## src/rtl/regdp_pkg.sv

```systemverilog
package regdp_pkg;

  // Width of the operation field; fixed by the instruction layout.
  localparam int OP_W = 3;

  typedef enum logic [OP_W-1:0] {
    OP_AND  = 3'd0,
    OP_OR   = 3'd1,
    OP_NOT  = 3'd2,
    OP_ADD  = 3'd3,
    OP_SUB  = 3'd4,
    OP_RSV5 = 3'd5,
    OP_RSV6 = 3'd6,
    OP_RSV7 = 3'd7
  } aluOp_e;

  // Strobes from control to datapath.
  typedef struct packed {
    logic rfWrite;     // register bank write port active
    logic rfFromLoad;  // write port fed by the external load
    logic flagWrite;   // status bit captures the ALU carry
    logic pcAdvance;   // program counter steps
  } ctrlStrobe_t;

endpackage

```

## src/rtl/regdp_regfile.sv

```systemverilog
module regdp_regfile #(
  parameter int DATA_W = 8,
  parameter int ADDR_W = 5
) (
  input  logic              clk,
  input  logic              rst,
  input  logic              wrEn,
  input  logic [ADDR_W-1:0] wrAddr,
  input  logic [DATA_W-1:0] wrData,
  input  logic [ADDR_W-1:0] rdAddrA,
  input  logic [ADDR_W-1:0] rdAddrB,
  output logic [DATA_W-1:0] rdDataA,
  output logic [DATA_W-1:0] rdDataB
);

  localparam int DEPTH = 1 << ADDR_W;

  logic [DATA_W-1:0] mem [DEPTH];

  always_ff @(posedge clk) begin
    if (rst) begin
      for (int i = 0; i < DEPTH; i++) mem[i] <= '0;
    end else if (wrEn) begin
      mem[wrAddr] <= wrData;
    end
  end

  // Combinational reads: same-cycle write is seen only after the edge.
  assign rdDataA = mem[rdAddrA];
  assign rdDataB = mem[rdAddrB];

  // a write lands in the addressed entry.
  p_write_lands_r2: assert property (@(posedge clk) disable iff (rst)
    wrEn |=> mem[$past(wrAddr)] == $past(wrData));

endmodule

```

## src/rtl/regdp_alu.sv

```systemverilog
module regdp_alu
  import regdp_pkg::*;
#(
  parameter int DATA_W  = 8,
  parameter bit ISOLATE = 1'b1
) (
  input  aluOp_e            opSel,
  input  logic              carryIn,
  input  logic [DATA_W-1:0] opA,
  input  logic [DATA_W-1:0] opB,
  output logic [DATA_W-1:0] result,
  output logic              carryOut
);

  logic isArith, isLogic, invertB;
  logic [DATA_W-1:0] arithA, arithB, logicA, logicB, bEff;
  logic [DATA_W-1:0] andBits, orBits, notBits, sumBits;
  logic [DATA_W:0]   chain;

  assign isArith = (opSel == OP_ADD) || (opSel == OP_SUB);
  assign isLogic = (opSel == OP_AND) || (opSel == OP_OR) || (opSel == OP_NOT);
  assign invertB = (opSel == OP_SUB);

  // Operand steering: unused clusters see constant zero when isolated.
  generate
    if (ISOLATE) begin : g_iso
      assign arithA = isArith ? opA : '0;
      assign arithB = isArith ? opB : '0;
      assign logicA = isLogic ? opA : '0;
      assign logicB = isLogic ? opB : '0;
    end else begin : g_open
      assign arithA = opA;
      assign arithB = opB;
      assign logicA = opA;
      assign logicB = opB;
    end
  endgenerate

  assign bEff     = invertB ? ~arithB : arithB;
  assign chain[0] = invertB ? 1'b1 : carryIn;

  // One slice per bit: logic gates plus a full adder of the ripple chain.
  generate
    for (genvar i = 0; i < DATA_W; i++) begin : g_bit
      assign andBits[i]  = logicA[i] & logicB[i];
      assign orBits[i]   = logicA[i] | logicB[i];
      assign notBits[i]  = ~logicA[i];
      assign sumBits[i]  = arithA[i] ^ bEff[i] ^ chain[i];
      assign chain[i+1]  = (arithA[i] & bEff[i]) | (chain[i] & (arithA[i] ^ bEff[i]));
    end
  endgenerate

  always_comb begin
    result   = '0;
    carryOut = 1'b0;
    case (opSel)
      OP_AND: result = andBits;
      OP_OR:  result = orBits;
      OP_NOT: result = notBits;
      OP_ADD, OP_SUB: begin
        result   = sumBits;
        carryOut = chain[DATA_W];
      end
      default: begin
        result   = '0;
        carryOut = 1'b0;
      end
    endcase
  end

endmodule

```

## src/rtl/regdp_ctrl.sv

```systemverilog
module regdp_ctrl
  import regdp_pkg::*;
#(
  parameter int ADDR_W = 5,
  localparam int INSTR_W = OP_W + 1 + 3 * ADDR_W
) (
  input  logic [INSTR_W-1:0] instr,
  input  logic               loadEn,
  output aluOp_e             opSel,
  output logic               carryIn,
  output logic [ADDR_W-1:0]  srcA,
  output logic [ADDR_W-1:0]  srcB,
  output logic [ADDR_W-1:0]  dst,
  output ctrlStrobe_t        strobe
);

  localparam int DST_LO  = 0;
  localparam int SRCB_LO = ADDR_W;
  localparam int SRCA_LO = 2 * ADDR_W;
  localparam int CIN_POS = 3 * ADDR_W;
  localparam int OP_LO   = 3 * ADDR_W + 1;

  // Fields drive the datapath directly.
  assign opSel   = aluOp_e'(instr[OP_LO +: OP_W]);
  assign carryIn = instr[CIN_POS];
  assign srcA    = instr[SRCA_LO +: ADDR_W];
  assign srcB    = instr[SRCB_LO +: ADDR_W];
  assign dst     = instr[DST_LO  +: ADDR_W];

  // The load owns the write port and freezes execution.
  assign strobe.rfWrite    = 1'b1;
  assign strobe.rfFromLoad = loadEn;
  assign strobe.flagWrite  = ~loadEn;
  assign strobe.pcAdvance  = ~loadEn;

endmodule

```

## src/rtl/regdp_dp.sv

```systemverilog
module regdp_dp
  import regdp_pkg::*;
#(
  parameter int DATA_W  = 8,
  parameter int ADDR_W  = 5,
  parameter int PC_W    = 8,
  parameter bit ISOLATE = 1'b1
) (
  input  logic              clk,
  input  logic              rst,
  input  ctrlStrobe_t       strobe,
  input  aluOp_e            opSel,
  input  logic              carryIn,
  input  logic [ADDR_W-1:0] srcA,
  input  logic [ADDR_W-1:0] srcB,
  input  logic [ADDR_W-1:0] dst,
  input  logic [ADDR_W-1:0] loadAddr,
  input  logic [DATA_W-1:0] loadData,
  output logic [PC_W-1:0]   pc,
  output logic              carryFlag,
  output logic [DATA_W-1:0] yBus
);

  logic [DATA_W-1:0] rdA, rdB, wrData;
  logic [ADDR_W-1:0] wrAddr;
  logic              aluCarry;

  assign wrAddr = strobe.rfFromLoad ? loadAddr : dst;
  assign wrData = strobe.rfFromLoad ? loadData : yBus;

  regdp_regfile #(.DATA_W(DATA_W), .ADDR_W(ADDR_W)) u_rf (
    .clk     (clk),
    .rst     (rst),
    .wrEn    (strobe.rfWrite),
    .wrAddr  (wrAddr),
    .wrData  (wrData),
    .rdAddrA (srcA),
    .rdAddrB (srcB),
    .rdDataA (rdA),
    .rdDataB (rdB)
  );

  regdp_alu #(.DATA_W(DATA_W), .ISOLATE(ISOLATE)) u_alu (
    .opSel    (opSel),
    .carryIn  (carryIn),
    .opA      (rdA),
    .opB      (rdB),
    .result   (yBus),
    .carryOut (aluCarry)
  );

  always_ff @(posedge clk) begin
    if (rst) begin
      pc        <= '0;
      carryFlag <= 1'b0;
    end else begin
      if (strobe.pcAdvance) pc <= pc + PC_W'(1);
      if (strobe.flagWrite) carryFlag <= aluCarry;
    end
  end

  // one step per executed cycle, modulo 2^PC_W.
  p_pc_step_r5: assert property (@(posedge clk) disable iff (rst)
    strobe.pcAdvance |=> pc == $past(pc) + PC_W'(1));

  // a load cycle freezes the counter and the status bit.
  p_load_hold_r6: assert property (@(posedge clk) disable iff (rst)
    strobe.rfFromLoad |=> $stable(pc) && $stable(carryFlag));

  // logic operations leave the status bit clear.
  p_logic_flag_r3: assert property (@(posedge clk) disable iff (rst)
    (strobe.flagWrite && (opSel == OP_AND || opSel == OP_OR || opSel == OP_NOT))
      |=> !carryFlag);

  // ripple sum matches the arithmetic sum of the read operands.
  p_add_sum_r2: assert property (@(posedge clk) disable iff (rst)
    (opSel == OP_ADD) |->
      {aluCarry, yBus} == ({1'b0, rdA} + {1'b0, rdB} + (DATA_W+1)'(carryIn)));

  // subtraction difference and borrow-free carry.
  p_sub_diff_r2: assert property (@(posedge clk) disable iff (rst)
    (opSel == OP_SUB) |-> (yBus == DATA_W'(rdA - rdB)) && (aluCarry == (rdA >= rdB)));

  // reserved codes give zero result and clear the flag.
  p_undef_zero_r4: assert property (@(posedge clk) disable iff (rst)
    (strobe.flagWrite && opSel > OP_SUB) |-> yBus == '0 ##1 !carryFlag);

endmodule

```

## src/rtl/reg3_exec.sv

```systemverilog
module reg3_exec
  import regdp_pkg::*;
#(
  parameter int DATA_W  = 8,
  parameter int ADDR_W  = 5,
  parameter int PC_W    = 8,
  parameter bit ISOLATE = 1'b1,
  localparam int INSTR_W = OP_W + 1 + 3 * ADDR_W
) (
  input  logic               clk,
  input  logic               rst,
  input  logic               loadEn,
  input  logic [ADDR_W-1:0]  loadAddr,
  input  logic [DATA_W-1:0]  loadData,
  input  logic [INSTR_W-1:0] instr,
  output logic [PC_W-1:0]    pc,
  output logic               carryFlag,
  output logic [DATA_W-1:0]  yBus
);

  aluOp_e            opSel;
  logic              carryIn;
  logic [ADDR_W-1:0] srcA, srcB, dst;
  ctrlStrobe_t       strobe;

  regdp_ctrl #(.ADDR_W(ADDR_W)) u_ctrl (
    .instr   (instr),
    .loadEn  (loadEn),
    .opSel   (opSel),
    .carryIn (carryIn),
    .srcA    (srcA),
    .srcB    (srcB),
    .dst     (dst),
    .strobe  (strobe)
  );

  regdp_dp #(
    .DATA_W (DATA_W),
    .ADDR_W (ADDR_W),
    .PC_W   (PC_W),
    .ISOLATE(ISOLATE)
  ) u_dp (
    .clk       (clk),
    .rst       (rst),
    .strobe    (strobe),
    .opSel     (opSel),
    .carryIn   (carryIn),
    .srcA      (srcA),
    .srcB      (srcB),
    .dst       (dst),
    .loadAddr  (loadAddr),
    .loadData  (loadData),
    .pc        (pc),
    .carryFlag (carryFlag),
    .yBus      (yBus)
  );

endmodule

```

## config.mk

```make
export PLATFORM = sky130hd
export DESIGN_NAME = reg3_exec
export DESIGN_NICKNAME = d
export VERILOG_FILES = /design/src/rtl/regdp_pkg.sv /design/src/rtl/regdp_regfile.sv /design/src/rtl/regdp_alu.sv /design/src/rtl/regdp_ctrl.sv /design/src/rtl/regdp_dp.sv /design/src/rtl/reg3_exec.sv
export SDC_FILE = /design/constraint.sdc
export NUM_CORES = 1
export LEC_CHECK = 0
export BUFFER_PORTS_ARGS = -buffer_cell sky130_fd_sc_hd__buf_4
export CORE_AREA = 3 3 142 213
export CTS_CLUSTER_DIAMETER = 30
export DETAILED_ROUTE_END_ITERATION = 7
export DIE_AREA = 0 0 145 216
export PLACE_DENSITY = 0.71
export REMOVE_ABC_BUFFERS = 1
export SETUP_SLACK_MARGIN = 0.2
export SYNTH_ARGS = -nofsm -noshare
export SYNTH_HDL_FRONTEND = slang
export SYNTH_SLANG_ARGS = --single-unit
```

## constraint.sdc

```tcl
create_clock -name clk -period 8.1 [get_ports clk]
set_clock_uncertainty 0.1 [all_clocks]
set_input_delay 0.405 -clock clk [delete_from_list [all_inputs] [get_ports clk]]
set_output_delay 0.405 -clock clk [all_outputs]
set_load 0.01 [all_outputs]
```

Word-level counts from Yosys, hierarchy flattened
Memory sizes are Yosys's and may differ from the RTL's.
Index checks and enable logic that the tools add are counted.
{"block": "classes", "n_bitwise": 65, "shifts": 0, "order_cmp": 0, "n_addsub": 1, "n_eq_ne": 4, "n_reduce_logical": 6, "muxes": 16, "n_mul": 0, "div": 0}
{"op": "2-to-1 mux 8 bit", "count": 7}
{"op": "one-hot mux 8 bit (4 select lines)", "count": 1}
{"op": "bitwise AND 1 bit", "count": 24}
{"op": "bitwise OR 1 bit", "count": 16}
{"op": "XOR 1 bit", "count": 16}
{"op": "2-to-1 mux 5 bit", "count": 2}
{"op": "adder 8 x 1 -> 8 bit, second input constant", "count": 1}
{"op": "inverter 1 bit", "count": 8}
{"op": "inverter 8 bit", "count": 1}
{"op": "OR reduction 8 bit", "count": 1}
{"op": "equality test 3 x 2 -> 1 bit, second input constant", "count": 2}
{"op": "2-to-1 mux 1 bit", "count": 6}
{"op": "equality test 3 x 1 -> 1 bit, second input constant", "count": 1}
{"op": "equality test 3 bit, second input constant", "count": 1}
{"op": "logical NOT 3 bit", "count": 1}
{"op": "logical OR 1 bit", "count": 3}
{"op": "OR reduction 2 bit", "count": 1}
{"block": "totals", "mem_count": 1, "wordCells": 95, "reg_bits": 9, "romBits": 0, "ramBits": 256, "out_inout_bits": 17, "input_bits": 35, "latch_bits": 0}
{"memory": "u_dp.u_rf.mem", "words": 32, "word_bits": 8, "read_ports": 2, "rd_ports_with_merged_regs": 0, "wr": 32, "line": "regdp_regfile.sv:18", "source": "logic [DATA_W-1:0] mem [DEPTH];"}

Depth between registers and ports, before layout
Gate-level depths: netlist (run 1).
{"block": "logic_depth", "ltp_word": 24, "depth_mapped": 22, "mapped_depth_nobuf": 18}

Cells and area by module
A second synthesis (run 1) with hierarchy kept.
{"block": "unflattened", "cells_unflattened": 1002, "area_unflattened_um2": 15244.6}
{"module": "regdp_regfile", "instances": 1, "area_per_inst_um2": 13812.0, "seq_area_each_um2": 7687.4, "cells_each": 832}
{"module": "regdp_alu", "instances": 1, "area_per_inst_um2": 735.7, "seq_area_each_um2": 0.0, "cells_each": 92}
{"module": "regdp_dp", "instances": 1, "area_per_inst_um2": 524.3, "seq_area_each_um2": 180.2, "cells_each": 54}
{"module": "regdp_ctrl", "instances": 1, "area_per_inst_um2": 172.7, "seq_area_each_um2": 0.0, "cells_each": 24}

Worst setup path after synthesis (run 1)
No wires, ideal clock.
{"block": "synth_timing", "kind": "input port to flip-flop", "from": "input instr[6]", "to": "memory u_dp.u_rf.mem[30][7], data pin", "path_buffers": 4, "arrival_ps": 6273, "slack_ps": 1568, "path_stages": 21, "t_required_ps": 7841, "setup_time_ps": 159, "path_cell_list": "buf_6 buf_2 mux4_2 mux4_2 mux2i_1 o21ai_0 fa_1 fa_1 fa_1 fa_1 fa_1 inv_1 fa_1 fa_1 fa_1 nor3_1 a21oi_2 a21o_1 clkbuf_1 buf_2 nor3_1"}
{"item": "start, declared", "line": "reg3_exec.sv:15", "source": "input logic [INSTR_W-1:0] instr,"}
{"item": "end, declared", "line": "regdp_regfile.sv:18"}

==> results of run 1 <==
-- stage by stage --
stage	worst slack [ns]	power, µW	hold WS (ns)	cell area [µm²]
finish	1.05	3930	0.169	17500
global route	0.798	4020	0.173	17500
CTS	1.14	3910	0.162	17500
detailed placement	1.02	2190	0.425	16200
global placement	1.17	2170	0.399	16200
floorplan	1.22	1940	0.377	15100
-- worst register-to-register path: cells and delay by family, from the launching register on --
family          cells  cell delay, ns
flops               1            0.40
simple gates        3            0.86
mux                 3            1.30
buf+inv             2            0.44
compound gates      2            0.49
fa+ha+maj           8            2.94
-- power groups by stage --
stage | Clock (µW) | Sequential, µW | Combinational [µW]
detailed placement | 0 | 1620 | 566
global placement | 0 | 1610 | 559
CTS | 1750 | 1590 | 569
global route | 1810 | 1600 | 603
finish | 1750 | 1600 | 579
floorplan | 0 | 1610 | 330
-- metal layers --
metal  wire, µm  vias to the layer above
li1           -                     4459
met1      16000                     5620
met2      25600                      920
met3       4990                      239
met4       4220                        0
met5          0                        -
-- Yosys cell counts, types with 2 or more instances --
cell type | number | area [µm²]
sky130_fd_sc_hd__buf_6 | 18 | 203
sky130_fd_sc_hd__and4bb_1 | 2 | 25.0
sky130_fd_sc_hd__mux2i_4 | 7 | 158
sky130_fd_sc_hd__o32ai_1 | 2 | 17.5
sky130_fd_sc_hd__nand2_1 | 53 | 199
sky130_fd_sc_hd__o22ai_1 | 2 | 12.5
sky130_fd_sc_hd__buf_4 | 12 | 90.1
sky130_fd_sc_hd__a21o_1 | 40 | 300
sky130_fd_sc_hd__buf_1 | 13 | 48.8
sky130_fd_sc_hd__nand3_1 | 6 | 30.0
sky130_fd_sc_hd__o31ai_2 | 3 | 37.5
sky130_fd_sc_hd__mux2i_1 | 7 | 70.1
sky130_fd_sc_hd__mux2i_2 | 4 | 55.1
sky130_fd_sc_hd__a21oi_1 | 14 | 70.1
sky130_fd_sc_hd__a22oi_1 | 2 | 15.0
sky130_fd_sc_hd__buf_2 | 22 | 110
sky130_fd_sc_hd__nor2b_1 | 4 | 25.0
sky130_fd_sc_hd__dfxtp_1 | 9 | 180
sky130_fd_sc_hd__nand2b_1 | 9 | 56.3
sky130_fd_sc_hd__o31ai_1 | 4 | 30.0
sky130_fd_sc_hd__nor3_2 | 39 | 390
sky130_fd_sc_hd__mux4_2 | 160 | 3600
sky130_fd_sc_hd__xor2_1 | 5 | 43.8
sky130_fd_sc_hd__fa_1 | 8 | 160
sky130_fd_sc_hd__nor4b_4 | 2 | 47.6
sky130_fd_sc_hd__clkbuf_1 | 39 | 146
sky130_fd_sc_hd__nor2_1 | 47 | 176
sky130_fd_sc_hd__a31oi_1 | 9 | 56.3
sky130_fd_sc_hd__o22a_1 | 2 | 17.5
sky130_fd_sc_hd__xnor2_1 | 2 | 17.5
sky130_fd_sc_hd__nor3_1 | 186 | 931
sky130_fd_sc_hd__inv_1 | 5 | 18.8
sky130_fd_sc_hd__a32oi_2 | 5 | 81.3
sky130_fd_sc_hd__and3_1 | 6 | 37.5
sky130_fd_sc_hd__nor4bb_1 | 3 | 30.0
sky130_fd_sc_hd__o21ai_0 | 14 | 70.1
sky130_fd_sc_hd__a311oi_1 | 34 | 298
sky130_fd_sc_hd__edfxtp_1 | 256 | 7690
-- cell type report --
class                           instances  area, µm²
Tap cell                              390        488
Clock inverter                         26        292
Fill cell                            2151      11100
Timing Repair Buffer                   77        578
Clock buffer                           47       1060
Inverter                                7       26.3
Multi-Input combinational cell        691       7230
Sequential cell                       265       7870
-- state kept, by name (all words and copies together) (netlist names) --
register and flops:
u_dp.u_rf.mem 256, u_dp.pc 8, u_dp.carryFlag 1
-- worst max-delay path by stage --
stage	from	cells past startpoint	slack, ns	to
2_1_floorplan	instr[6]	12	1.22	u_dp.u_rf.mem[0][4]$_SDFFCE_PN0P_
3_3_place_gp	instr[6]	19	1.17	u_dp.u_rf.mem[25][7]$_SDFFCE_PN0P_
3_5_place_dp	instr[7]	19	1.02	u_dp.u_rf.mem[24][7]$_SDFFCE_PN0P_
4_1_cts	u_dp.u_rf.mem[29][0]$_SDFFCE_PN0P_	17	1.14	yBus[7]
5_1_grt	u_dp.u_rf.mem[29][0]$_SDFFCE_PN0P_	17	0.80	yBus[7]
6_report	u_dp.u_rf.mem[29][0]$_SDFFCE_PN0P_	17	1.05	yBus[7]
-- kinds of logic (layout without fill, tap and decap cells) --
kind of cell | after synthesis | in the layout | share of synthesized area
AOI/OAI and AO/OA | 134 | 134 | 0.0668
adders and majority gates | 9 | 9 | 0.0110
and+or+nand+nor | 362 | 362 | 0.127
muxes | 179 | 179 | 0.249
DFF | 265 | 265 | 0.502
buffers and inverters | 111 | 157 | 0.0399
xor gates and xnor gates | 7 | 7 | 0.00391
==> flow_results.org, run 1 <==
** Route
- After detailed routing, the average wire length per cell comes to ~34 µm.
- Remaining antenna violation count after routing :: 0
- The final layout contains routed wiring with a total length of 50,700 µm.
- After the first detailed-routing iteration, the DRC count stood at about 1,600.
- After detailed routing, the number of vias per cell comes to ~7.5.
- In the routed design, unresolved DRC markers number 0.
- The first TritonRoute pass finished after 5 iterations.
- The final route contains approximately 11,000 vias.

** GRT
- Number of global-route vias before repair :: 11,500
- Entering global routing, the biggest net connects 65 pins.
- Gr ovfl total :: 0
- Initial antenna violation count :: 0
- Met3 track utilization from global routing :: 0.0601
- For this run, global-route usage on met2 was measured as 0.543.
- Wire length of the first global-routing pass :: 74,400 µm
- Met1 track demand over resource in global routing :: 0.376
- Combined global-route utilization of all metal layers :: 0.324
- The layer flagged by global routing as most heavily used is met2.

** Power and ir drop
- Switching power summed over all nets :: approximately 1100 µW
- The share of total power dissipated in the clock network is 0.446.
- Sequential share of power :: 0.406
- Worst IR Drop VDD :: about 0.15 mV
- Static power due to leakage :: 0.00610 µW
- Net switching fraction of the power :: 0.272
- Internal power consumption :: 2860 µW
- Power spread over the standard cell area amounts to ~220 nW/µm².
- Share of power burned in combinational logic :: 0.147

** Final layout
- The repair_antennas step left the layout with diodes totalling 0.
- The top cell types in the final layout, fill and taps aside, are 256 x sky130_fd_sc_hd__edfxtp_1, 186 x sky130_fd_sc_hd__nor3_1, 160 x sky130_fd_sc_hd__mux4_2.
- Once layout is complete, the utilization of the core stands at 0.613.
- Of the cells placed in the final design, the portion with a size suffix greater than 1 is 0.335.
- Compared with the post-synthesis result, the final layout area differs by 11.9%.
- The library cell used most frequently in the layout, excluding fill and tap cells, is sky130_fd_sc_hd__edfxtp_1.
- Post-route non-filler standard cell count :: around 1,500
- Number of nets in the finished design :: ~1,100

** Run status
- The run finished with clean final reports.

** Timing
- Static timing analysis puts the maximum clock frequency at approximately 140 MHz.
- Setup repair after global routing left no endpoint under its margin.
- Tightest Pin Transition :: between 1 and 1.5 ns
- The routed design could run at a clock period as short as between 7 and 8 ns.
- Slew Limit Headroom :: 0.174
- Period utilization :: 0.871
- Number of hold-slack violations in the final timing report :: 0
- Setup TNS after final layout :: 0 ns
- Setup violations remaining at the end of the flow were counted as 0.
- The final max-slew violation count came to 0.

** Die
- For this design the top-level I/O count stands at 52.
- The floorplan step set the die width to about 150 µm.
- Height of the die :: approximately 220 µm
- Initial standard-cell utilization of the core :: 0.547
- Die area :: roughly 31,000 µm²
- The core region is roughly 29,000 µm².
- Site Rows :: 76

** Worst hold path
- Hold Path Class :: in2reg
- Worst hold path depth :: 3
- The startpoint identified for the worst hold timing path is loadData[4].
- For hold timing, the worst endpoint is u_dp.u_rf.mem[28][4]$_SDFFCE_PN0P_.

** Yosys
- Cell area after technology mapping :: 15,700 µm²
- Synthesis inferred between 200 and 300 register bits.
- Share of the yosys chip area belonging to registers :: 0.502
- Cell count after synthesis :: ~1,100
- Each instance of the synthesized netlist takes up on average 14.7 µm².
- Top flip-flop cell by instance count after synthesis :: sky130_fd_sc_hd__edfxtp_1
- Distinct cell type count after synthesis :: 50
- Of all flip-flops after synthesis, the portion carrying an async set or reset was 0.
- Yosys mapped a number of flops with a built-in enable equal to between 200 and 300.
- Synthesis warning total :: 0

** Worst setup path
- Element type at the critical path end :: output pin
- Walking the worst path, the cells encountered are mux4_2 > mux4_2 > mux2i_1 > o21ai_0 > fa_1 > fa_1 > fa_1 > fa_1 > fa_1 > inv_1 > fa_1 > fa_1 > fa_1 > nor2_1 > o31ai_1 > nand2_1 > buf_4.
- Critical Path Start Type :: flip-flop
- Along the worst path, the maximum fanout reaches 6.
- Register-to-Register Path Depth :: 18
- Peak per-stage delay on the critical path :: roughly 0.57 ns
- By instance count, the cell type seen most on the critical path is sky130_fd_sc_hd__fa_1.
- Worst-case register-to-register setup slack :: around 1.3 ns
- Largest delay contributor family on the critical path :: adder cells
- Buffering stage count on the worst path with inverters included :: 2
- For the worst setup path, the data required time is around 7.6 ns.
- Startpoint of the lowest-slack register-to-register path :: u_dp.u_rf.mem[29][0]$_SDFFCE_PN0P_
- Critical register-to-register path endpoint :: u_dp.u_rf.mem[25][7]$_SDFFCE_PN0P_
- Type of the worst setup path :: reg2out
- On the critical path, the stage with the largest delay is an instance of sky130_fd_sc_hd__o31ai_1.
- Data arrival, critical path :: roughly 6.6 ns

** CTS
- The H-tree was split into 2 levels.
- The clock reaches the later pin of the worst-skew pair after 0.54 ns.
- Sink count of the clock tree :: roughly 270
- The number of hold buffers added after CTS was 0.
- Clock-pin slew was measured on the worst setup and hold paths at roughly 0.060 ns.
- CTS tree :: yes
- TritonCTS created 40 clock buffers.
- Number of gates given a new drive strength after cts :: 0
- Max Root-Sink Buffers :: 3
- Total setup buffers inserted after CTS :: 0
- Cell chosen for the clock root :: sky130_fd_sc_hd__clkbuf_16

** Run
- Number of max-cap violations :: 0

** Place
- Detailed placement ended at an HPWL of approximately 34,000 µm.
- Number of cells in the design after placement :: roughly 1,400
- Placer Congestion :: roughly 1.0
- The count of buffers added on input and output ports is between 50 and 60.
No activity file was read; power rests on OpenSTA's default activity.
==> run 2, diff against run 1 <==
--- a/config.mk
+++ b/config.mk
@@ -6,10 +6,10 @@
 export NUM_CORES = 1
 export LEC_CHECK = 0
 export BUFFER_PORTS_ARGS = -buffer_cell sky130_fd_sc_hd__buf_4
-export CORE_AREA = 3 3 142 213
+export CORE_AREA = 3 3 173 175
 export CTS_CLUSTER_DIAMETER = 30
 export DETAILED_ROUTE_END_ITERATION = 7
-export DIE_AREA = 0 0 145 216
+export DIE_AREA = 0 0 176 178
 export PLACE_DENSITY = 0.71
 export REMOVE_ABC_BUFFERS = 1
 export SETUP_SLACK_MARGIN = 0.2
==> flow_results.org, run 2 (synthesized netlist as in run 1, its figures left out) <==
** CTS
- Clock-pin slew reported for the worst setup and hold paths after clock tree synthesis :: 0.05 ns (about the same)
- Max Root-Sink Buffers :: 3 (unchanged)
- The number of CTS-inserted buffers came to 50 (+25%).
- The clock insertion delay at the later pin of the skew report is 0.56 ns (+0.02 ns).
- CTS Hold Bufs :: 0 (unchanged)
- The number of cells upsized or downsized after cts is 0 (unchanged).
- The number of clock sinks was 265 (unchanged).
- Number of H-tree levels :: 2 (unchanged)
- The buffers inserted during post-CTS setup optimization is 0 (unchanged).
- CTS tree :: yes
- Cell chosen for the clock root :: sky130_fd_sc_hd__clkbuf_16

** GRT
- Gr ovfl total :: 0 (unchanged)
- The global-route wire length before repair came to 76,100 µm (+2.4%).
- Initial antenna violation count :: 0 (unchanged)
- Maximum number of pins on one net before global-route repair :: 65 (unchanged)
- The total global-route track usage came to 0.337 (+0.0131).
- The number of global-route vias before repair was 11,300 (-1.6%).

** Final layout
- The proportion of layout cells with a drive suffix above 1 came to 0.349 (+0.0137).
- Post-route non-filler standard cell count :: 1,525 (+1.5%)
- Area delta synth->final :: 14.5%
- Number of flip-flops in the largest register :: 256 (unchanged)
- Number of nets in the finished design :: 1,143 (+1.5%)
- Regs by FF count :: u_dp.u_rf.mem (256), u_dp.pc (8), u_dp.carryFlag (1)
- Ranked by flip-flop count, first place goes to u_dp.u_rf.mem.
- Most common library cell in the layout ignoring fill and taps :: sky130_fd_sc_hd__edfxtp_1
- Commonest cells after routing, fill and taps aside :: 256 x sky130_fd_sc_hd__edfxtp_1, 186 x sky130_fd_sc_hd__nor3_1, 160 x sky130_fd_sc_hd__mux4_2
- Antenna diodes :: 0 (unchanged)

** Worst setup path
- Among the stages of the critical path, the cell type that occurs most often is sky130_fd_sc_hd__fa_1.
- Cell with the largest stage delay on the worst path :: sky130_fd_sc_hd__o31ai_1
- The critical path goes through mux4_2 > mux4_2 > mux2i_1 > o21ai_0 > fa_1 > fa_1 > fa_1 > fa_1 > fa_1 > inv_1 > fa_1 > fa_1 > fa_1 > nor2_1 > o31ai_1 > nand2_1 > buf_4.
- The critical path is of the reg2out type.
- Peak per-stage delay on the critical path :: 0.71 ns (+0.14 ns)
- Data arrival, critical path :: 6.77 ns (+0.22 ns)
- Required time of the critical path :: 7.60 ns (about the same)
- The maximum fanout along the worst path was 6 (unchanged).
- STA classifies the critical path endpoint as an output pin.
- The worst setup path is launched from a flip-flop.
- Buffering stage count on the worst path with inverters included :: 2 (unchanged)
- On the critical path the largest part of the delay comes from adder cells.

** Timing
- The shortest clock period the worst path allows after layout came to 7.28 ns (+0.226 ns).
- Setup repair after global routing left no endpoint under its margin.
- Max-slew violation count :: 0 (unchanged)
- Tightest Pin Transition :: 1.14 ns (-0.0960 ns)
- Final-report setup violation count :: 0 (unchanged)
- Slew Limit Headroom :: 0.236 (+0.0612)
- Setup TNS after final layout :: 0 ns (unchanged)
- The post-route fraction of the period consumed by the critical path came to 0.899 (+0.0279).
- The worst hold margin came to 0.141 ns (-0.0281 ns).
- Number of hold-slack violations in the final timing report :: 0 (unchanged)
- The upper clock frequency limit was 137 MHz (-3.1%).

** Place
- The post-detailed-placement half-perimeter wirelength came to 34,400 µm (+0.47%).
- Count of buffers from port buffering :: 51 (unchanged)
- Number of cells in the design after placement :: 1,431 (+0.070%)
- Placer Congestion :: 0.968 (-3.2%)

** Power and ir drop
- Power per unit of standard cell area :: 239 nW/µm² (+6.8%)
- The cell-internal power was 3110 µW (+8.7%).
- The portion of total power attributed to the clock network came to 0.484 (+0.038).
- Share of power burned in combinational logic :: 0.143 (-0.004)
- The net switching power came to 1180 µW (+11%).
- The maximum vdd drop is 0.156 mV (+3.4%).
- Static power due to leakage :: 0.00631 µW (+3.5%)
- The sequential share of power was 0.373 (-0.033).
- Net switching fraction of the power :: 0.275 (+0.00343)

** Route
- DR DRC count :: 0 (unchanged)
- Remaining antenna violation count after routing :: 0 (unchanged)
- The count of routing violations after the opening detailed-route iteration came to 1,925 (+18%).
- Met2 Wirelength :: 22,800 µm (-11%)
- Highest routing layer actually used :: met4
- The first-pass iteration count of the detailed router came to 6 (+1).
- Mean number of vias per cell :: 7.63 (+2.1%)
- Routed met1 length :: 18,600 µm (+17%)
- Via total after detailed routing :: 11,600 (+3.6%)
- The met3 routed wirelength is 8160 µm (+64%).
- Average wire per standard cell :: 34.3 µm (+1.7%)
- Sum of routed wire length over all layers :: 52,400 µm (+3.2%)

** Die
- Core outline area :: 28,600 µm² (about the same)
- Width of the die :: 176 µm (+21%)
- Count of pins on the block boundary :: 52 (unchanged)
- The vertical die dimension is 178 µm (-18%).
- Site Rows :: 62 (-18%)
- Initial standard-cell utilization of the core :: 0.547 (about the same)
- The overall die area came to 31,300 µm² (about the same).

** Worst hold path
- Hold Path Class :: in2reg

** Run
- The number of max-cap violations is 0 (unchanged).

** Run status
- The flow ran to the end, and the final reports show no timing, DRC or antenna violations.
run 2: cell count changes in the layout (fill, tap and decap cells not counted), moves of 4 or more:
cell,before,now
sky130_fd_sc_hd__clkbuf_16,41,51
sky130_fd_sc_hd__buf_4,77,83
sky130_fd_sc_hd__clkinv_1,2,7
sky130_fd_sc_hd__clkinv_2,3,8
sky130_fd_sc_hd__clkinv_4,3,7
run 2: power groups by stage:
| stage | clock, µW | combinational, µW | sequential [µW] |
|---|---|---|---|
| final | 2070 | 614 | 1600 |
| after detailed placement | 0 | 589 | 1620 |
| after global placement | 0 | 586 | 1620 |
| after global routing | 2140 | 631 | 1600 |
| after floorplan | 0 | 330 | 1610 |
| after CTS | 2060 | 593 | 1600 |
run 2: layout make-up:
class                           instances  area, µm²
Fill cell                            2049      10700
Sequential cell                       265       7870
Multi-Input combinational cell        691       7230
Clock buffer                           54       1290
Timing Repair Buffer                   84        643
Tap cell                              384        480
Clock inverter                         40        403
Inverter                                7       26.3
run 2: final timing paths:
check | depth (start not counted) | start | slack, ns | end
setup / recovery | 17 | u_dp.u_rf.mem[31][0]$_SDFFCE_PN0P_ | 0.82 | yBus[7]
hold / removal | 3 | loadData[3] | 0.14 | u_dp.u_rf.mem[28][3]$_SDFFCE_PN0P_
setup reg to reg | 17 | u_dp.u_rf.mem[31][0]$_SDFFCE_PN0P_ | 1.31 | u_dp.u_rf.mem[30][7]$_SDFFCE_PN0P_
hold reg to reg | 2 | u_dp.carryFlag$_SDFFE_PP0N_ | 0.41 | u_dp.carryFlag$_SDFFE_PP0N_
run 2: per-stage QoR:
stage | area, µm² | worst slack, ns | util | power [µW]
2_1_floorplan | 15100 | 1.22 | - | 1940
3_3_place_gp | 16200 | 1.17 | 0.568 | 2200
3_5_place_dp | 16200 | 1.03 | 0.568 | 2210
4_1_cts | 17900 | 1.03 | 0.627 | 4250
5_1_grt | 17900 | 0.545 | 0.627 | 4370
6_report | 17900 | 0.821 | 0.627 | 4290
run 2: metal layers:
metal | vias to the layer above | track usage
met5 | - | 0
met4 | 0 | 0.152
met3 | 203 | 0.124
met2 | 1133 | 0.485
met1 | 5798 | 0.465
li1 | 4508 | -
run 2: worst reg2reg max path, delay by kind of cell (launching register included):
kind | cells | cell delay, ns
compound gates | 3 | 0.89
simple gates | 2 | 0.58
fa+ha+maj | 8 | 3.13
flops | 1 | 0.50
mux | 3 | 1.31
buf+inv | 1 | 0.09
==> run 3, diff against run 2 <==
--- a/config.mk
+++ b/config.mk
@@ -10,7 +10,8 @@
 export CTS_CLUSTER_DIAMETER = 30
 export DETAILED_ROUTE_END_ITERATION = 7
 export DIE_AREA = 0 0 176 178
-export PLACE_DENSITY = 0.71
+export PLACE_DENSITY = 0.74
+export RECOVER_POWER = 25
 export REMOVE_ABC_BUFFERS = 1
 export SETUP_SLACK_MARGIN = 0.2
 export SYNTH_ARGS = -nofsm -noshare
==> constraint.sdc (replaced) <==
create_clock -name clk -period 6.2 [get_ports clk]
set_clock_uncertainty 0.1 [all_clocks]
set_input_delay 0.31 -clock clk [delete_from_list [all_inputs] [get_ports clk]]
set_output_delay 0.31 -clock clk [all_outputs]
set_load 0.01 [all_outputs]
==> flow_results.org, run 3 (synthesized netlist as in run 1, its figures left out) <==
** Run status
- The run finished, with violations left.
- Violations in the final reports :: max-capacitance violations, max-slew violations

** Worst setup path
- The worst setup path is captured at an output pin.
- The worst register-to-register path ends at u_dp.u_rf.mem[12][7]$_SDFFCE_PN0P_.
- The data arrival time of the worst path came to 5.67 ns (-1.10 ns).
- The cell depth of the worst flop-to-flop path came to 21 (+4).
- The worst setup path is launched from a flip-flop.
- Required time of the critical path :: 5.79 ns (-1.81 ns)
- Startpoint of the most critical setup path :: u_dp.u_rf.mem[17][0]$_SDFFCE_PN0P_
- The critical path in this run is classified as reg2out.
- The slack of the worst reg-to-reg path is 0.32 ns (-0.99 ns).
- The maximum fanout along the worst path came to 3 (-3).
- Startpoint of the lowest-slack register-to-register path :: u_dp.u_rf.mem[17][0]$_SDFFCE_PN0P_

** GRT
- Number of global-route vias before repair :: 11,700 (+3.2%)
- Initial antenna violation count :: 0 (unchanged)
- The total global-route track usage came to 0.341 (+0.00339).
- The largest net degree at the start of global routing came to 64 (-1.5%).
- The global-route wire length before repair came to 77,200 µm (+1.5%).
- Gr ovfl total :: 0 (unchanged)

** Die
- The count of pins on the block boundary is 52 (unchanged).
- Height of the die :: 178 µm (unchanged)
- Initial standard-cell utilization of the core :: 0.547 (unchanged)
- Core outline area :: 28,600 µm² (unchanged)
- The floorplan die width was 176 µm (unchanged).
- The number of standard-cell rows in the floorplan came to 62 (unchanged).
- The overall die area came to 31,300 µm² (unchanged).

** Route
- Mean number of vias per cell :: 7.51 (-1.6%)
- The first-pass iteration count of the detailed router came to 6 (unchanged).
- Sum of routed wire length over all layers :: 52,800 µm (+0.79%)
- The routed via count is 11,800 (+1.4%).
- The number of DRC violations after detailed routing is 0 (unchanged).
- Iteration-0 DRC Markers :: 1,800 (-6.5%)
- The average detailed-routed wire length per instance came to 33.6 µm (-2.2%).
- The antenna violation net count after detailed routing is 0 (unchanged).

** Final layout
- Leaving out fill and tap cells, the most frequent cell in the layout is sky130_fd_sc_hd__edfxtp_1.
- Finished Core Util :: 0.644 (+0.0173)
- The library cells used most frequently in the layout, excluding fill and tap cells, are 256 x sky130_fd_sc_hd__edfxtp_1, 185 x sky130_fd_sc_hd__nor3_1, 160 x sky130_fd_sc_hd__mux4_2.
- Share of cells above drive strength 1 :: 0.375 (+0.0261)
- Number of flip-flops in the largest register :: 256 (unchanged)
- The largest registers in the layout are u_dp.u_rf.mem (256), u_dp.pc (8), u_dp.carryFlag (1).
- The count of nets after finishing is 1,188 (+3.9%).
- Final cell area excluding filler cells :: 18,400 µm² (+2.8%)
- From synthesis to final layout, the design area changed by 17.7%.
- Counting flops per register, the top entry is u_dp.u_rf.mem.
- Antenna diodes :: 0 (unchanged)

** Power and ir drop
- Sequential share of power :: 0.367 (-0.006)
- The fraction of power spent switching nets was 0.274 (-0.00147).
- Internal power consumption :: 4140 µW (+33%)
- Share of power burned in combinational logic :: 0.152 (+0.009)
- The maximum vdd drop was 0.194 mV (+25%).
- Static power due to leakage :: 0.00651 µW (+3.1%)
- The power per cell area came to 310 nW/µm² (+30%).
- The portion of total power attributed to the clock network was 0.481 (-0.003).
- Switching power summed over all nets :: 1560 µW (+32%)

** CTS
- The number of clock sinks is 265 (unchanged).
- The cell sitting at the root of the clock tree is a sky130_fd_sc_hd__clkbuf_16.
- Clock-pin slew reported for the worst setup and hold paths after clock tree synthesis :: 0.05 ns (about the same)
- CTS Hold Bufs :: 0 (unchanged)
- The clock insertion delay at the later pin of the skew report came to 0.56 ns (about the same).
- Number of H-tree levels :: 2 (unchanged)
- Max Root-Sink Buffers :: 3 (unchanged)
- Inserted Clock Buffers :: 51 (+2.0%)
- TritonCTS built the clock tree.

** Worst hold path
- Worst Hold Launch :: loadData[6]
- Hold Path Class :: in2reg
- For hold timing, the worst endpoint is u_dp.u_rf.mem[28][6]$_SDFFCE_PN0P_.
- Worst hold path depth :: 3 (unchanged)

** Timing
- In the finished design, the share of the clock period the worst path needs comes to 0.981.
- Number of hold-slack violations in the final timing report :: 0 (unchanged)
- The final number of setup-violating endpoints was 0 (unchanged).
- Shortest period the worst path allows :: between 6 and 7 ns
- Max-slew violation count :: 64 (+64)
- Highest clock rate :: 164 MHz
- The final total negative setup slack is 0 ns (unchanged).
- Slew Limit Headroom :: -1.01 (-1.24)
- Crit path setup slack, layout :: 0.119 ns (-0.703 ns)
- Unrepaired setup endpoints after global routing :: yes
- The actual transition at the worst max-transition pin was 3.01 ns (+1.87 ns).

** Place
- Worst setup timing slack at the placement stage :: -0.158 ns (-1.19 ns)
- The weighted congestion reported at the end of routability-driven placement is 1.01 (+4.7%).
- Count of buffers from port buffering :: 51 (unchanged)
- The total placed instance area came to 16,600 µm² (+2.4%).
- HPWL after detailed placement :: 35,700 µm (+4.0%)

** Run
- The number of max-cap violations is 2 (+2).
==> run 3: power by group through the flow <==
stage	combinational [µW]	clock (µW)	sequential (µW)
floorplan	432	0	2100
global placement	809	0	2120
detailed placement	818	0	2120
CTS	834	2730	2090
global route	889	2830	2100
finish	868	2750	2090
==> run 3: what timing repair did <==
action                                 4_1_cts  5_1_grt
buffers inserted                             4        4
setup endpoints to repair                   63        2
gates resized for setup                     16        4
pin swaps                                   11        1
endpoints found under the hold margin        0        0
==> run 3: per-layer routing <==
metal | vias to the layer above | global-route usage | wire length, µm
met2 | 1198 | 0.513 | 23500
met1 | 5781 | 0.460 | 17800
li1 | 4591 | - | -
met4 | 0 | 0.141 | 3050
met3 | 235 | 0.116 | 8430
met5 | - | 0 | 0
==> run 3: layout make-up <==
type	instances	area, µm²
multi-input combinational	691	7280
timing repair buffer	128	1070
fill	1980	10200
inverter	7	26.3
clock inverter	35	374
tap	384	480
clock buffer	61	1340
sequential	265	7870
==> run 3: worst max path at each step <==
| stage | to | depth (start not counted) | slack (ns) |
|---|---|---|---|
| CTS | yBus[7] | 21 | 0.21 |
| global placement | yBus[7] | 18 | -0.09 |
| finish | yBus[7] | 21 | 0.12 |
| detailed placement | yBus[7] | 18 | -0.16 |
| floorplan | u_dp.u_rf.mem[0][4]$_SDFFCE_PN0P_ | 12 | -0.63 |
| global route | yBus[7] | 22 | 0.008 |
==> run 3: critical path: stages (launching register included) <==
cell,delay [ns]
sky130_fd_sc_hd__edfxtp_1,0.49
sky130_fd_sc_hd__mux4_2,0.50
sky130_fd_sc_hd__mux4_2,0.49
sky130_fd_sc_hd__mux2i_1,0.19
sky130_fd_sc_hd__buf_4,0.15
sky130_fd_sc_hd__buf_6,0.08
sky130_fd_sc_hd__buf_6,0.09
sky130_fd_sc_hd__nand2_2,0.04
sky130_fd_sc_hd__o21ai_1,0.10
sky130_fd_sc_hd__fa_2,0.23
sky130_fd_sc_hd__fa_2,0.19
sky130_fd_sc_hd__fa_2,0.19
sky130_fd_sc_hd__fa_2,0.20
sky130_fd_sc_hd__fa_2,0.19
sky130_fd_sc_hd__inv_2,0.04
sky130_fd_sc_hd__fa_2,0.39
sky130_fd_sc_hd__fa_2,0.36
sky130_fd_sc_hd__fa_2,0.58
sky130_fd_sc_hd__nor2_2,0.06
sky130_fd_sc_hd__o31ai_4,0.33
sky130_fd_sc_hd__nand2_4,0.09
sky130_fd_sc_hd__buf_6,0.13
==> run 3: per-stage QoR <==
| step | power (µW) | std cells | hold WS (ns) |
|---|---|---|---|
| floorplan | 2530 | 963 | 0.282 |
| global placement | 2920 | 1467 | 0.384 |
| detailed placement | 2940 | 1467 | 0.397 |
| CTS | 5650 | 1567 | 0.0364 |
| global route | 5810 | 1571 | 0.0446 |
| finish | 5710 | 1571 | 0.0340 |
